## src/rtl/lut_grid_pkg.sv

```systemverilog
package lut_grid_pkg;
  localparam int LUT_IN = 4;
  localparam int NDIR   = 4;
  localparam int TBL    = 1 << LUT_IN;
  localparam int CFG_W  = NDIR * TBL;

  localparam int DIR_N = 0;
  localparam int DIR_E = 1;
  localparam int DIR_S = 2;
  localparam int DIR_W = 3;

  typedef logic [NDIR-1:0]  dir_vec_t;
  typedef logic [CFG_W-1:0] cfg_word_t;
endpackage

```

## src/rtl/lut_grid_rst_sync.sv

```systemverilog
module lut_grid_rst_sync #(
  parameter int STAGES = 2
) (
  input  logic clk,
  input  logic rst_n,
  output logic rst_n_sync
);
  logic [STAGES-1:0] sync_q;
  logic [STAGES-1:0] sync_d;

  always_comb begin
    sync_d = {sync_q[STAGES-2:0], 1'b1};
  end

  always_ff @(posedge clk or negedge rst_n) begin
    if (!rst_n) sync_q <= '0;
    else        sync_q <= sync_d;
  end

  assign rst_n_sync = sync_q[STAGES-1];
endmodule

```

## src/rtl/lut_grid_phase.sv

```systemverilog
module lut_grid_phase (
  input  logic clk,
  input  logic rst_n,
  input  logic scan_en,
  input  logic step,
  output logic go,
  output logic phase
);
  logic phase_q;
  logic phase_d;

  assign go = step & ~scan_en;

  always_comb begin
    phase_d = phase_q;
    if (go) phase_d = ~phase_q;
  end

  always_ff @(posedge clk or negedge rst_n) begin
    if (!rst_n) phase_q <= 1'b0;
    else        phase_q <= phase_d;
  end

  assign phase = phase_q;

  AST_PHASE_TOGGLE: assert property (@(posedge clk) disable iff (!rst_n)
    (step && !scan_en) |=> (phase != $past(phase)));
  AST_PHASE_SCAN_HOLD: assert property (@(posedge clk) disable iff (!rst_n)
    scan_en |=> $stable(phase));
endmodule

```

## src/rtl/lut_grid_cell.sv

```systemverilog
module lut_grid_cell
  import lut_grid_pkg::*;
#(
  parameter bit COLOUR = 1'b0
) (
  input  logic     clk,
  input  logic     rst_n,
  input  logic     scan_en,
  input  logic     scan_in,
  output logic     scan_out,
  input  logic     go,
  input  logic     phase,
  input  dir_vec_t nbr_in,
  output dir_vec_t nbr_out
);
  cfg_word_t cfg_q;
  cfg_word_t cfg_d;
  dir_vec_t  out_q;
  dir_vec_t  out_d;
  dir_vec_t  lut_val;
  logic [LUT_IN-1:0] idx;
  logic      eval_en;

  assign idx = {nbr_in[DIR_W], nbr_in[DIR_S], nbr_in[DIR_E], nbr_in[DIR_N]};

  for (genvar d = 0; d < NDIR; d++) begin : g_tbl
    logic [TBL-1:0] table_bits;
    assign table_bits = cfg_q[d*TBL +: TBL];
    assign lut_val[d] = table_bits[idx];
  end

  assign eval_en = go & (phase == COLOUR);

  always_comb begin
    cfg_d = cfg_q;
    if (scan_en) cfg_d = {cfg_q[CFG_W-2:0], scan_in};
  end

  always_comb begin
    out_d = out_q;
    if (eval_en) out_d = lut_val;
  end

  always_ff @(posedge clk) begin
    cfg_q <= cfg_d;
  end

  always_ff @(posedge clk or negedge rst_n) begin
    if (!rst_n) out_q <= '0;
    else        out_q <= out_d;
  end

  assign nbr_out  = out_q;
  assign scan_out = cfg_q[CFG_W-1];

  AST_SCAN_FREEZES_OUT: assert property (@(posedge clk) disable iff (!rst_n)
    scan_en |=> $stable(nbr_out));
  AST_OTHER_COLOUR_HOLDS: assert property (@(posedge clk) disable iff (!rst_n)
    (phase != COLOUR) |=> $stable(nbr_out));
  AST_NO_STEP_HOLDS: assert property (@(posedge clk) disable iff (!rst_n)
    !go |=> $stable(nbr_out));
  AST_RESET_CLEARS: assert property (@(posedge clk)
    !rst_n |-> (nbr_out == '0));
endmodule

```

## src/rtl/lut_grid.sv

```systemverilog
module lut_grid
  import lut_grid_pkg::*;
#(
  parameter int ROWS = 4,
  parameter int COLS = 4
) (
  input  logic            clk,
  input  logic            rst_n,
  input  logic            scan_en,
  input  logic            scan_in,
  output logic            scan_out,
  input  logic            step,
  input  logic [COLS-1:0] edge_n_in,
  input  logic [COLS-1:0] edge_s_in,
  input  logic [ROWS-1:0] edge_w_in,
  input  logic [ROWS-1:0] edge_e_in,
  output logic [COLS-1:0] edge_n_out,
  output logic [COLS-1:0] edge_s_out,
  output logic [ROWS-1:0] edge_w_out,
  output logic [ROWS-1:0] edge_e_out
);
  localparam int NCELL = ROWS * COLS;

  logic     rst_i;
  logic     go;
  logic     phase;
  dir_vec_t cell_out [ROWS][COLS];
  dir_vec_t cell_in  [ROWS][COLS];
  logic     chain    [NCELL+1];

  lut_grid_rst_sync #(.STAGES(2)) u_rst (
    .clk       (clk),
    .rst_n     (rst_n),
    .rst_n_sync(rst_i)
  );

  lut_grid_phase u_phase (
    .clk    (clk),
    .rst_n  (rst_i),
    .scan_en(scan_en),
    .step   (step),
    .go     (go),
    .phase  (phase)
  );

  assign chain[0] = scan_in;

  for (genvar r = 0; r < ROWS; r++) begin : g_row
    for (genvar c = 0; c < COLS; c++) begin : g_col
      localparam int  POS = r * COLS + c;
      localparam bit  CLR = ((r + c) % 2) != 0;
      logic n_b, e_b, s_b, w_b;

      if (r == 0) begin : g_n_edge
        assign n_b = edge_n_in[c];
      end else begin : g_n_cell
        assign n_b = cell_out[r-1][c][DIR_S];
      end
      if (r == ROWS-1) begin : g_s_edge
        assign s_b = edge_s_in[c];
      end else begin : g_s_cell
        assign s_b = cell_out[r+1][c][DIR_N];
      end
      if (c == COLS-1) begin : g_e_edge
        assign e_b = edge_e_in[r];
      end else begin : g_e_cell
        assign e_b = cell_out[r][c+1][DIR_W];
      end
      if (c == 0) begin : g_w_edge
        assign w_b = edge_w_in[r];
      end else begin : g_w_cell
        assign w_b = cell_out[r][c-1][DIR_E];
      end

      assign cell_in[r][c] = {w_b, s_b, e_b, n_b};

      lut_grid_cell #(.COLOUR(CLR)) u_cell (
        .clk     (clk),
        .rst_n   (rst_i),
        .scan_en (scan_en),
        .scan_in (chain[POS]),
        .scan_out(chain[POS+1]),
        .go      (go),
        .phase   (phase),
        .nbr_in  (cell_in[r][c]),
        .nbr_out (cell_out[r][c])
      );
    end
  end

  for (genvar c = 0; c < COLS; c++) begin : g_ns_out
    assign edge_n_out[c] = cell_out[0][c][DIR_N];
    assign edge_s_out[c] = cell_out[ROWS-1][c][DIR_S];
  end

  for (genvar r = 0; r < ROWS; r++) begin : g_we_out
    assign edge_w_out[r] = cell_out[r][0][DIR_W];
    assign edge_e_out[r] = cell_out[r][COLS-1][DIR_E];
  end

  assign scan_out = chain[NCELL];

  AST_CFG_FROZEN: assert property (@(posedge clk) disable iff (!rst_i)
    !scan_en |=> $stable(scan_out));
  AST_EDGE_IDLE: assert property (@(posedge clk) disable iff (!rst_i)
    !step |=> ($stable(edge_n_out) && $stable(edge_s_out)
               && $stable(edge_w_out) && $stable(edge_e_out)));
endmodule

```

## config.mk

```make
export PLATFORM = sky130hd
export DESIGN_NAME = lut_grid
export DESIGN_NICKNAME = d
export VERILOG_FILES = /design/src/rtl/lut_grid_pkg.sv /design/src/rtl/lut_grid_rst_sync.sv /design/src/rtl/lut_grid_phase.sv /design/src/rtl/lut_grid_cell.sv /design/src/rtl/lut_grid.sv
export SDC_FILE = /design/constraint.sdc
export NUM_CORES = 1
export LEC_CHECK = 0
export ABC_AREA = 1
export BUFFER_PORTS_ARGS = -buffer_cell sky130_fd_sc_hd__buf_2
export CORE_MARGIN = 2
export CORE_UTILIZATION = 25
export CTS_CLUSTER_DIAMETER = 30
export DETAILED_ROUTE_END_ITERATION = 6
export PLACE_DENSITY = 0.41
export SYNTH_ARGS = -nofsm -noshare
export SYNTH_HDL_FRONTEND = slang
export SYNTH_SLANG_ARGS = --single-unit
```

## constraint.sdc

```tcl
create_clock -name clk -period 2.87 [get_ports clk]
set_clock_uncertainty 0.2 [all_clocks]
set_input_delay 0.4305 -clock clk [delete_from_list [all_inputs] [get_ports clk]]
set_output_delay 0.4305 -clock clk [all_outputs]
set_load 0.02 [all_outputs]
```

**Word level (Yosys, flattened, before mapping)**

Index checks and enable logic that the tools add are counted.

- Input bits: 21
- Memories kept: 0
- Bits in writable memories: 0
- Output and inout bits: 17
- Word-level logic and storage cells: 183
- Memory bits (read-only): 0
- Latch bits: 0
- Register bits after elaboration: 1091

- Magnitude comparators: 16
- Reductions and logical operators: 0
- Equal/unequal tests: 0
- Div/mod/pow operators: 0
- Bitwise logic cells: 5
- Multipliers: 0
- Multiplexer cells: 128
- Shifts and indexed selects: 0
- Add/subtract/negate cells: 0

Operators with widths:

| cell | number |
|---|---|
| binary-select mux 1 bit (select 4 bit) | 64 |
| less-than comparator 4 x 5 -> 1 bit, second input constant | 16 |
| 2-to-1 mux 1 bit | 64 |
| AND 1 bit | 3 |
| inverter 1 bit | 2 |

**Depth between registers and ports, before layout**

Gate-level depths: netlist of run 1.

- Depth in word-level cells: 3
- Gate-level depth with buffers: 11
- Depth with buffers taken out: 9

**Modules after synthesis**

Synthesis of run 1 repeated with hierarchy kept, for this count alone.

- Cells, all modules: 3683
- Area total of the unflattened synthesis: 44571.5 um^2

By module, submodules not included:

| module | area an instance (um^2) | cells each | times used | seq. area each (um^2) |
|---|---|---|---|---|
| lut_grid_cell (g_row[0].g_col[0].u_cell ...) | 2807.7 | 230 | 8 | 2021.9 |
| lut_grid_cell (g_row[0].g_col[1].u_cell ...) | 2750.1 | 229 | 8 | 2021.9 |
| lut_grid_phase | 55.1 | 8 | 1 | 25.0 |
| lut_grid_rst_sync | 53.8 | 3 | 1 | 50.0 |

**Worst setup path after synthesis of run 1**

No wires, ideal clock.

- Path kind: input -> register
- From: in edge_e_in[0]
- To: reg g_row[0].g_col[3].u_cell.out_q[1]
- Library setup time: 117 ps
- Arrival time: 1147 ps
- Slack: 1406 ps
- Cell stages on the path: 10
- Buffers on the path: 2
- Required time: 2553 ps
- Path through: buf_4 inv_2 buf_6 nand3_1 nand3_1 nand2_1 nand2_1 nand2_1 nand2_1 nand2_1

- Word-level cells in the longest chain between the ends: 2

RTL lines:

| item | line | source |
|---|---|---|
| start, declared | lut_grid.sv:16 | `input logic [ROWS-1:0] edge_e_in,` |
| binary-select mux 1 bit (select 4 bit) | lut_grid_cell.sv:29 | `assign lut_val[d] = table_bits[idx];` |
| 2-to-1 mux 1 bit (implied by the code) | lut_grid_cell.sv:29 |  |
| end signal, assigned | lut_grid_cell.sv:50 | `else out_q <= out_d;` |
| end, declared | lut_grid_cell.sv:18 | `dir_vec_t out_q;` |

Every way passes these cells. The select of a mux whose other input is x is not followed.
A chain may end at the register's enable or synchronous reset.

**Worst setup path in the final report of run 1**

- From: reg g_row[3].g_col[1].u_cell.out_q[3]
- To: reg g_row[3].g_col[0].u_cell.out_q[0]

- Word-level cells in the longest chain between the ends: 2

RTL lines:

| item | line |
|---|---|
| start, declared | lut_grid_cell.sv:18 |
| start signal, assigned | lut_grid_cell.sv:50 |
| binary-select mux 1 bit (select 4 bit) | lut_grid_cell.sv:29 |
| 2-to-1 mux 1 bit (implied by the code) | lut_grid_cell.sv:29 |
| end signal, assigned | lut_grid_cell.sv:50 |
| end, declared | lut_grid_cell.sv:18 |

Every way passes these cells. The select of a mux whose other input is x is not followed.

==> impl_table.tex, run 1 <==
\begin{tabular}{lr}
\hline
Metric & Value \\
\hline
\multicolumn{2}{l}{\textbf{CTS}} \\
Clock tree root buffer cell & sky130\_fd\_sc\_hd\_\_clkbuf\_16 \\
Post-CTS setup buffers & 0 \\
Number of H-tree branching levels & 5 \\
Clock network latency to the later pin of the worst-skew pair & 860 ps \\
\# clock sinks & 1,091 \\
Clock tree from TritonCTS & built \\
\# hold bufs at CTS & 15 \\
Register clock-pin slew on the reported worst setup and hold paths & 50 ps \\
Maximum buffer depth of the clock tree & 4 \\
Cts bufs inserted & 274 \\
Resized cells post-CTS & 0 \\
\multicolumn{2}{l}{\textbf{Status}} \\
Status & finished clean \\
\multicolumn{2}{l}{\textbf{GRT}} \\
Global-route wire length before repair & 162 mm \\
Number of global-route vias before repair & 27,805 \\
Number of antenna violations at the first check in global routing & 2 \\
Largest net degree at the start of global routing & 154 \\
Remaining global-route overflow & 0 \\
Gr usage total & 11.2\% \\
\multicolumn{2}{l}{\textbf{Worst hold path}} \\
Worst Hold Class & reg -> async \\
\multicolumn{2}{l}{\textbf{Placement}} \\
Post-DP Area & 0.0466 mm2 \\
Final HPWL from detailed placement & 54.7 mm \\
Buffers on Ports & 37 \\
Weighted congestion at the end of routability-driven global placement & 0.709 \\
\multicolumn{2}{l}{\textbf{STA}} \\
Crit path time final & 2280 ps \\
Final count of pins violating max slew & 0 \\
\# setup viols final & 0 \\
Worst-case headroom to the max-slew limit & 28.6\% \\
Worst slew pin tran & 1070 ps \\
RSZ-0062 raised after global routing & false \\
Max Clk Rate & 0.438 GHz \\
Aggregate negative setup slack & 0 ps \\
Portion of the clock cycle consumed by the worst path in the final layout & 79.5\% \\
Number of hold violations in the final report & 0 \\
\multicolumn{2}{l}{\textbf{Yosys}} \\
Synth Register Bits & 1,091 \\
Area share of the largest cell type after synthesis & 69.2\% \\
Cell types occupying the most area after synthesis & sky130\_fd\_sc\_hd\_\_edfxtp\_1 (69\%), sky130\_fd\_sc\_hd\_\_nand2\_1 (12\%), sky130\_fd\_sc\_hd\_\_nand3\_1 (8.5\%) \\
Net count of the mapped netlist & 3,677 \\
Sequential share of the synthesized area & 73.0\% \\
Library cell with the largest summed area after synthesis & sky130\_fd\_sc\_hd\_\_edfxtp\_1 \\
Mapped cell area & 0.0444 mm2 \\
Share of the synthesized netlist area taken by xor and xnor gates & 0\% \\
Simple-gate area share of the yosys netlist & 22.2\% \\
Combinational family with the most area after synthesis & simple AND/OR/NAND/NOR gates \\
Post-synthesis compound-gate area fraction & 0\% \\
Share of synthesized cell area in full adder, half adder and majority cells & 0\% \\
Count of synthesis-stage warnings from yosys & 0 \\
Cell count after synthesis & 3,656 \\
Distinct cells, synth & 20 \\
Multiplexer area fraction after synthesis & 0\% \\
Post-Synthesis Mean Instance Area & 12.2 um2 \\
\multicolumn{2}{l}{\textbf{Setup path}} \\
CP Capture Type & register \\
Crit path kind & reg -> reg \\
Critical-path maximum fanout & 16 \\
Cell mode on critical path & sky130\_fd\_sc\_hd\_\_nand2\_1 \\
Stage delay of the slowest cell on the critical path & 700 ps \\
Required time at the worst-slack endpoint & 3460 ps \\
Critical path startpoint category & register \\
Ordered cell list for the critical path & inv\_4, nand3\_1, nand3\_1, nand2\_1, nand2\_1, dlygate4sd3\_1, nand2\_1, nand2\_1, nand2\_1 \\
Arrival time reported for the critical path endpoint & 2870 ps \\
Worst path bufs/invs & 2 \\
Cell family with the largest share of critical-path delay & buffers and inverters \\
Crit-path slowest cell & sky130\_fd\_sc\_hd\_\_dfrtp\_1 \\
\multicolumn{2}{l}{\textbf{Cells and area}} \\
Post-route cell area & 0.0556 mm2 \\
Area overhead of the layout relative to synthesis & 25.2\% \\
Layout cell share with drive strength beyond 1 & 15.3\% \\
Most common library cell in the layout ignoring fill and taps & sky130\_fd\_sc\_hd\_\_nand2\_1 \\
Most frequent cells in the layout & sky130\_fd\_sc\_hd\_\_nand2\_1 (1,479), sky130\_fd\_sc\_hd\_\_edfxtp\_1 (1,024), sky130\_fd\_sc\_hd\_\_nand3\_1 (755) \\
Number of nets in the layout & 3,902 \\
\multicolumn{2}{l}{\textbf{Route}} \\
Overall routed net length & 102 mm \\
Overall via count from detail\_route & 27,491 \\
Starting DRC count in detailed routing & 1,994 \\
Detail-routed net length per standard cell & 15.9 um \\
DRC violations left & 0 \\
Via count normalized by instance count & 4.28 \\
Antenna-violating nets left & 0 \\
Number of iterations in the first detailed-routing pass & 5 \\
\multicolumn{2}{l}{\textbf{Power}} \\
Power per standard cell area & 1070 mW/mm2 \\
Maximum vdd drop & 0.488 mV \\
Final Total Pwr & 59,700 uW \\
P\_leak & 0.0217 uW \\
\multicolumn{2}{l}{\textbf{Floorplan}} \\
Floorplan die width & 426 um \\
Row count & 154 \\
Die Area & 0.181 mm2 \\
Chip height & 426 um \\
Placeable core area & 0.176 mm2 \\
Top-level I/O count & 38 \\
Starting utilization of the core area & 25.2\% \\
\multicolumn{2}{l}{\textbf{Job}} \\
Max-cap violations & 0 \\
\hline
\end{tabular}
[layout make-up]
| type | count | area (um2) |
|---|---|---|
| Antenna cell | 1 | 2.50 |
| Clock buffer | 329 | 7280 |
| Inverter | 67 | 379 |
| Timing Repair Buffer | 137 | 1160 |
| Tap cell | 2340 | 2930 |
| Fill cell | 17726 | 121000 |
| Sequential cell | 1091 | 32400 |
| Clock inverter | 146 | 1580 |
| Multi-Input combinational cell | 2310 | 9880 |
[Yosys cell counts]
library cell / count
sky130_fd_sc_hd__inv_1: 35
sky130_fd_sc_hd__edfxtp_1: 1024
sky130_fd_sc_hd__buf_1: 1
sky130_fd_sc_hd__inv_8: 6
sky130_fd_sc_hd__nand3_1: 756
sky130_fd_sc_hd__nor2_2: 1
sky130_fd_sc_hd__nand2_1: 1479
sky130_fd_sc_hd__dfrtp_1: 67
sky130_fd_sc_hd__nand2_4: 2
sky130_fd_sc_hd__buf_4: 31
sky130_fd_sc_hd__nand2_2: 58
sky130_fd_sc_hd__buf_12: 6
sky130_fd_sc_hd__inv_4: 15
sky130_fd_sc_hd__clkbuf_1: 4
sky130_fd_sc_hd__buf_2: 39
sky130_fd_sc_hd__buf_6: 107
sky130_fd_sc_hd__inv_6: 9
sky130_fd_sc_hd__nand3_2: 13
sky130_fd_sc_hd__conb_1: 1
sky130_fd_sc_hd__inv_2: 2
[path summary, 6_finish.rpt]
check                                                         start                                  end  slack, ps  cells past startpoint
worst min register to register                      u_rst.sync_q[1]  g_row[0].g_col[2].u_cell.nbr_out[1]         20                      0
worst max-delay path            g_row[3].g_col[1].u_cell.nbr_out[3]  g_row[3].g_col[0].u_cell.nbr_out[0]        590                      9
min in group clk                                            scan_in    g_row[0].g_col[0].u_cell.cfg_q[0]        100                      2
max in group asynchronous                           u_rst.sync_q[1]  g_row[2].g_col[2].u_cell.nbr_out[1]       1630                      1
worst min-delay path                                u_rst.sync_q[1]  g_row[0].g_col[2].u_cell.nbr_out[1]         20                      0
worst max register to register  g_row[3].g_col[1].u_cell.nbr_out[3]  g_row[3].g_col[0].u_cell.nbr_out[0]        590                      9
[per-layer routing]
metal / part of all wire, % / vias to the layer above / routed length [um] / global-route usage, %
met1: 49 / 13451 / 50400 / 16.0
met5: 0 / - / 0 / 0
met2: 44 / 583 / 44900 / 16.4
li1: - / 13256 / - / -
met3: 4.5 / 201 / 4610 / 2.30
met4: 2.3 / 0 / 2380 / 4.67
[where the power goes]
group	internal [uW]	leakage (uW)	switching [uW]
registers	18900	0.0109	1340
logic	3150	0.00648	6710
clock network	20500	0.00433	9070
total	42500	0.0217	17100
[state kept, by name, indices dropped and copies added (netlist names)]
signal and count:
g_row.g_col.u_cell.cfg_q 1024, g_row.g_col.u_cell.nbr_out 64, u_rst.sync_q 2, u_phase.phase 1
[per-stage QoR]
stage                     setup WS [ps]  util, %  std cells  hold slack [ps]
after floorplan                     666        -       3656            -65.1
after global placement              809     26.4       5930             16.8
after detailed placement            793     26.4       5930             17.0
after CTS                           546     31.6       6420             25.6
after global routing                411     31.6       6420             39.1
final                               589     31.6       6421             20.1
[cell families (layout without fill, tap and decap cells)]
| kind of cell | count (synthesis) | in the layout |
|---|---|---|
| and+or+nand+nor | 2309 | 2309 |
| DFF | 1091 | 1091 |
| buffers and inverters | 255 | 679 |
| other | 1 | 2 |
No activity file was read; power rests on OpenSTA's default activity.
==> inputs of run 2 (changes only) <==
clock period = 2.12 ns   (was 2.87 ns; I/O delays follow)
==> impl_table.tex, run 2 (synthesized netlist as in run 1, its figures left out) <==
\begin{tabular}{lr}
\hline
Metric & Value \\
\hline
\multicolumn{2}{l}{\textbf{Power}} \\
Maximum vdd drop & 0.730 mV \\
Power per standard cell area & 1420 mW/mm2 \\
P\_leak & 0.0219 uW \\
\multicolumn{2}{l}{\textbf{STA}} \\
Aggregate negative setup slack & 0 ps \\
Worst slew pin tran & 587 ps \\
Portion of the clock cycle consumed by the worst path in the final layout & 96.0\% \\
Final count of pins violating max slew & 0 \\
Crit path time final & 2040 ps \\
Number of hold violations in the final report & 0 \\
Final critical-path setup slack & 84.7 ps \\
Max Clk Rate & 0.491 GHz \\
RSZ-0062 raised after global routing & false \\
Worst-case headroom to the max-slew limit & 60.9\% \\
\# setup viols final & 0 \\
\multicolumn{2}{l}{\textbf{Setup path}} \\
Critical-path maximum fanout & 6 \\
Worst Reg2Reg Path Length in Cells & 10 \\
CP Capture Type & register \\
Crit path kind & reg -> reg \\
Required time at the worst-slack endpoint & 2630 ps \\
Ordered cell list for the critical path & buf\_6, nand2\_1, nand3\_1, nand3\_1, nand2\_1, nand2\_1, nand2\_1, dlygate4sd3\_1, nand2\_1, nand2\_1 \\
Arrival time reported for the critical path endpoint & 2540 ps \\
Reg-to-reg critical path startpoint & g\_row[2].g\_col[0].u\_cell.nbr\_out[2] \\
Critical path startpoint category & register \\
Cell mode on critical path & sky130\_fd\_sc\_hd\_\_nand2\_1 \\
Crit path launch & g\_row[2].g\_col[0].u\_cell.nbr\_out[2] \\
Stage delay of the slowest cell on the critical path & 540 ps \\
Crit-path slowest cell & sky130\_fd\_sc\_hd\_\_dlygate4sd3\_1 \\
\multicolumn{2}{l}{\textbf{Placement}} \\
Buffers on Ports & 37 \\
Weighted congestion at the end of routability-driven global placement & 0.713 \\
Setup WS pre-CTS & 300 ps \\
Post-Place Cells & 5,988 \\
Final HPWL from detailed placement & 57.5 mm \\
Post-DP Area & 0.0472 mm2 \\
\multicolumn{2}{l}{\textbf{CTS}} \\
\# clock sinks & 1,091 \\
Register clock-pin slew on the reported worst setup and hold paths & 50 ps \\
Clock tree from TritonCTS & built \\
Number of H-tree branching levels & 4 \\
Cts bufs inserted & 239 \\
Clock tree root buffer cell & sky130\_fd\_sc\_hd\_\_clkbuf\_16 \\
Maximum buffer depth of the clock tree & 3 \\
Clock network latency to the later pin of the worst-skew pair & 830 ps \\
\multicolumn{2}{l}{\textbf{Route}} \\
DRC violations left & 0 \\
Starting DRC count in detailed routing & 1,971 \\
Overall routed net length & 102 mm \\
Antenna-violating nets left & 0 \\
Number of iterations in the first detailed-routing pass & 5 \\
Via count normalized by instance count & 4.26 \\
Overall via count from detail\_route & 27,617 \\
Detail-routed net length per standard cell & 15.7 um \\
\multicolumn{2}{l}{\textbf{Floorplan}} \\
Chip height & 426 um \\
Die Area & 0.181 mm2 \\
Top-level I/O count & 38 \\
Floorplan die width & 426 um \\
Starting utilization of the core area & 25.2\% \\
Placeable core area & 0.176 mm2 \\
Row count & 154 \\
\multicolumn{2}{l}{\textbf{GRT}} \\
Number of antenna violations at the first check in global routing & 2 \\
Largest net degree at the start of global routing & 89 \\
Remaining global-route overflow & 0 \\
Number of global-route vias before repair & 28,104 \\
Global-route wire length before repair & 163 mm \\
Gr usage total & 11.3\% \\
\multicolumn{2}{l}{\textbf{Worst hold path}} \\
Worst Hold Class & reg -> async \\
\multicolumn{2}{l}{\textbf{Cells and area}} \\
Most common library cell in the layout ignoring fill and taps & sky130\_fd\_sc\_hd\_\_nand2\_1 \\
Area overhead of the layout relative to synthesis & 26.3\% \\
Layout cell share with drive strength beyond 1 & 17.2\% \\
Post-route cell area & 0.0561 mm2 \\
Number of filler instances in the final layout & 17,637 \\
Number of flip-flops under the largest register name & 1,024 \\
Post-layout instance count excluding filler cells & 6,481 \\
Share of the core filled with cells in the final layout & 31.8\% \\
Register ranked first by flip-flop count & g\_row.g\_col.u\_cell.cfg\_q \\
Number of nets in the layout & 3,942 \\
Multi-input gate area in the final layout & 0.00990 mm2 \\
Most frequent cells in the layout & sky130\_fd\_sc\_hd\_\_nand2\_1 (1,477), sky130\_fd\_sc\_hd\_\_edfxtp\_1 (1,024), sky130\_fd\_sc\_hd\_\_nand3\_1 (752) \\
Footprint of the flip-flops and latches & 0.0324 mm2 \\
\multicolumn{2}{l}{\textbf{Job}} \\
Max-cap violations & 0 \\
\multicolumn{2}{l}{\textbf{Status}} \\
Status & finished clean \\
\hline
\end{tabular}
-- run 2: layer usage --
layer,GRT usage (%),wire length (um)
met1,16.2,50500
met2,16.5,44700
met3,2.41,4390
met4,4.15,2260
met5,0,0
-- run 2: critical path, delay by kind of cell (launching register included) --
family                 cells  cell delay (ps)
buffers and inverters      2              710
AND/OR/NAND/NOR            8              520
flip-flops                 1              480
-- run 2: where the power goes --
group	leakage [uW]	internal, uW	switching [uW]
sequential	0.0109	25500	1560
combinational	0.00690	4690	9410
clock	0.00412	26200	12600
total	0.0219	56400	23500
-- run 2: repair_timing --
item | in CTS | in global routing
endpoints found under the hold margin | 556 | 0
cloned | 0 | 1
endpoints found under the setup margin | 1 | 1
pin swaps | 0 | 2
resized for setup | 1 | 12
hold buffers | 23 | 0
buffers inserted | 0 | 8
-- run 2: final timing paths --
check,endpoint,slack [ps]
worst min register to register,g_row[0].g_col[1].u_cell.nbr_out[1],20
worst min-delay path,g_row[0].g_col[1].u_cell.nbr_out[1],20
worst max-delay path,g_row[3].g_col[0].u_cell.nbr_out[1],80
max in group asynchronous,g_row[2].g_col[0].u_cell.nbr_out[3],990
min in group clk,g_row[0].g_col[3].u_cell.nbr_out[2],60
worst max register to register,g_row[3].g_col[0].u_cell.nbr_out[1],80
-- run 2: layout make-up --
| class | count | share of cell area (%) |
|---|---|---|
| multi-input combinational | 2310 | 17.6 |
| antenna | 2 | 0.00892 |
| timing repair buffer | 211 | 3.38 |
| clock buffer | 277 | 11.1 |
| clock inverter | 182 | 4.16 |
| timing repair inverter | 1 | 0.0156 |
| inverter | 67 | 0.689 |
| tap | 2340 | 5.22 |
| sequential | 1091 | 57.8 |
-- run 2: metrics by stage --
step | total power (uW) | hold slack (ps)
after global placement | 41700 | -95.1
after global routing | 84400 | 36.3
after floorplan | 38100 | -178
after detailed placement | 41600 | -93.1
after CTS | 81100 | 20.8
final | 79900 | 23.4
==> inputs of run 3 (changes only) <==
CORE_ASPECT_RATIO = 0.8   (was default)
TNS_END_PERCENT = 50   (was default)
==> impl_table.tex, run 3 (synthesized netlist as in run 1, its figures left out) <==
\begin{tabular}{lr}
\hline
Metric & Value \\
\hline
\multicolumn{2}{l}{\textbf{Setup path}} \\
Crit-path slowest cell & sky130\_fd\_sc\_hd\_\_dlygate4sd3\_1 \\
Critical R2R Capture & g\_row[2].g\_col[0].u\_cell.nbr\_out[1] \\
Stage delay of the slowest cell on the critical path & 540 ps \\
CP Capture Type & register \\
Cell mode on critical path & sky130\_fd\_sc\_hd\_\_nand2\_1 \\
Required time at the worst-slack endpoint & 2610 ps \\
Worst Reg2Reg Path Length in Cells & 10 \\
Critical path startpoint category & register \\
Setup slack, reg-to-reg & 90 ps \\
Ordered cell list for the critical path & buf\_12, nand2\_1, nand3\_1, nand3\_1, nand2\_1, nand2\_1, nand2\_1, nand2\_1, dlygate4sd3\_1, nand2\_1 \\
Reg-to-reg critical path startpoint & g\_row[1].g\_col[0].u\_cell.nbr\_out[2] \\
Arrival time reported for the critical path endpoint & 2520 ps \\
Critical-path maximum fanout & 33 \\
Crit path kind & reg -> reg \\
\multicolumn{2}{l}{\textbf{Power}} \\
Maximum vdd drop & 0.698 mV \\
Clock network fraction of design power & 44.8\% \\
Net Sw Frac & 30.4\% \\
P\_leak & 0.0210 uW \\
Internal portion of total power & 51,800 uW \\
Net switching power & 22,600 uW \\
Power share of the combinational group & 18.7\% \\
Share of total power in sequential cells & 36.4\% \\
Power per standard cell area & 1370 mW/mm2 \\
\multicolumn{2}{l}{\textbf{Status}} \\
Status & finished clean \\
\multicolumn{2}{l}{\textbf{GRT}} \\
Gr usage total & 11.2\% \\
Number of global-route vias before repair & 27,352 \\
Number of antenna violations at the first check in global routing & 3 \\
Remaining global-route overflow & 0 \\
Largest net degree at the start of global routing & 91 \\
Global-route wire length before repair & 162 mm \\
\multicolumn{2}{l}{\textbf{CTS}} \\
Cts bufs inserted & 205 \\
Register clock-pin slew on the reported worst setup and hold paths & 50 ps \\
Clock tree root buffer cell & sky130\_fd\_sc\_hd\_\_clkbuf\_16 \\
Number of H-tree branching levels & 4 \\
Clock tree from TritonCTS & built \\
Maximum buffer depth of the clock tree & 3 \\
Clock network latency to the later pin of the worst-skew pair & 800 ps \\
\# clock sinks & 1,091 \\
\multicolumn{2}{l}{\textbf{Route}} \\
Detail-routed net length per standard cell & 15.8 um \\
Antenna-violating nets left & 0 \\
Number of iterations in the first detailed-routing pass & 5 \\
Overall via count from detail\_route & 27,354 \\
Overall routed net length & 101 mm \\
DRC violations left & 0 \\
Via count normalized by instance count & 4.26 \\
Starting DRC count in detailed routing & 2,132 \\
\multicolumn{2}{l}{\textbf{Worst hold path}} \\
Hold Crit Depth & 10 \\
Worst Hold Class & in -> reg \\
End point of the worst hold path & g\_row[0].g\_col[1].u\_cell.nbr\_out[3] \\
Critical hold path startpoint & edge\_n\_in[1] \\
\multicolumn{2}{l}{\textbf{Cells and area}} \\
Most common library cell in the layout ignoring fill and taps & sky130\_fd\_sc\_hd\_\_nand2\_1 \\
Area overhead of the layout relative to synthesis & 22.6\% \\
Number of flip-flops under the largest register name & 1,024 \\
Post-layout instance count excluding filler cells & 6,424 \\
Number of nets in the layout & 3,882 \\
Register ranked first by flip-flop count & g\_row.g\_col.u\_cell.cfg\_q \\
Most frequent cells in the layout & sky130\_fd\_sc\_hd\_\_nand2\_1 (1,479), sky130\_fd\_sc\_hd\_\_edfxtp\_1 (1,024), sky130\_fd\_sc\_hd\_\_nand3\_1 (755) \\
Layout cell share with drive strength beyond 1 & 15.2\% \\
\multicolumn{2}{l}{\textbf{Floorplan}} \\
Chip height & 381 um \\
Die Area & 0.181 mm2 \\
Starting utilization of the core area & 25.1\% \\
Top-level I/O count & 38 \\
Row count & 138 \\
Placeable core area & 0.177 mm2 \\
Floorplan die width & 475 um \\
\multicolumn{2}{l}{\textbf{STA}} \\
Aggregate negative setup slack & 0 ps \\
Crit path time final & 2030 ps \\
Worst-case headroom to the max-slew limit & 61.5\% \\
Hold\_ws & 81.3 ps \\
Number of hold violations in the final report & 0 \\
\# setup viols final & 0 \\
Final count of pins violating max slew & 0 \\
Worst slew pin tran & 577 ps \\
Max Clk Rate & 0.493 GHz \\
RSZ-0062 raised after global routing & true \\
Portion of the clock cycle consumed by the worst path in the final layout & 95.7\% \\
\multicolumn{2}{l}{\textbf{Placement}} \\
Final HPWL from detailed placement & 56.8 mm \\
Post-Place Cells & 6,010 \\
Buffers on Ports & 37 \\
Weighted congestion at the end of routability-driven global placement & 0.706 \\
\multicolumn{2}{l}{\textbf{Job}} \\
Max-cap violations & 0 \\
\hline
\end{tabular}
run 3: how the worst max path moves through the flow:
| stage | depth (start not counted) | end | startpoint | slack (ps) |
|---|---|---|---|---|
| 3_5_place_dp | 8 | g_row[3].g_col[3].u_cell.nbr_out[0] | scan_en | 210 |
| 2_1_floorplan | 10 | g_row[1].g_col[0].u_cell.nbr_out[1] | g_row[1].g_col[1].u_cell.nbr_out[3] | 750 |
| 5_1_grt | 10 | g_row[2].g_col[0].u_cell.nbr_out[1] | g_row[1].g_col[0].u_cell.nbr_out[2] | -30 |
| 4_1_cts | 9 | g_row[2].g_col[0].u_cell.nbr_out[1] | g_row[3].g_col[0].u_cell.nbr_out[0] | 30 |
| 3_3_place_gp | 8 | g_row[3].g_col[3].u_cell.nbr_out[3] | scan_en | 230 |
| 6_report | 10 | g_row[2].g_col[0].u_cell.nbr_out[1] | g_row[1].g_col[0].u_cell.nbr_out[2] | 90 |
run 3: worst max-delay path: cells and delay by family, from the launching register on:
kind / cells / cell delay, ps
buf+inv: 2 / 730
simple gates: 8 / 520
flops: 1 / 450
run 3: layout make-up:
cell class,instances,area (um2)
fillers,17991,122000
diodes,2,5.00
well taps,2380,2980
multi-input cells,2310,9880
inverters,67,383
clock inverters,149,1820
repair buffers,186,1650
clock buffers,239,5340
flip-flops and latches,1091,32400
run 3: what timing repair did:
action | CTS | global route
setup buffers | 0 | 2
setup endpoints to repair | 0 | 2
hold buffers | 22 | 0
endpoints found under the hold margin | 201 | 0
resized for setup | 0 | 3
run 3: per-layer routing:
layer  global-route usage [%]  part of all wire, %  up-vias
met3                     2.53                  4.7      181
met4                     3.76                  2.2        2
met2                     15.3                   41      557
li1                         -                    -    13216
met5                        0               0.0069        -
met1                     17.1                   52    13398
run 3: power groups by stage:
stage / Combinational, uW / Sequential [uW] / Clock, uW
floorplan: 11400 / 26700 / 0
global placement: 14200 / 27500 / 0
detailed placement: 14200 / 27500 / 0
CTS: 14200 / 27200 / 34300
global route: 16000 / 27400 / 35400
finish: 14000 / 27100 / 33400
run 3: per-stage QoR:
| stage | total power [uW] | setup WS (ps) | utilization [%] | area, um2 |
|---|---|---|---|---|
| final | 74400 | 91.8 | 30.8 | 54500 |
| after global routing | 78800 | -29.9 | 30.8 | 54500 |
| after CTS | 75700 | 30.0 | 30.8 | 54500 |
| after floorplan | 38100 | 748 | - | 44400 |
| after detailed placement | 41700 | 209 | 26.6 | 47100 |
| after global placement | 41700 | 229 | 26.6 | 47100 |
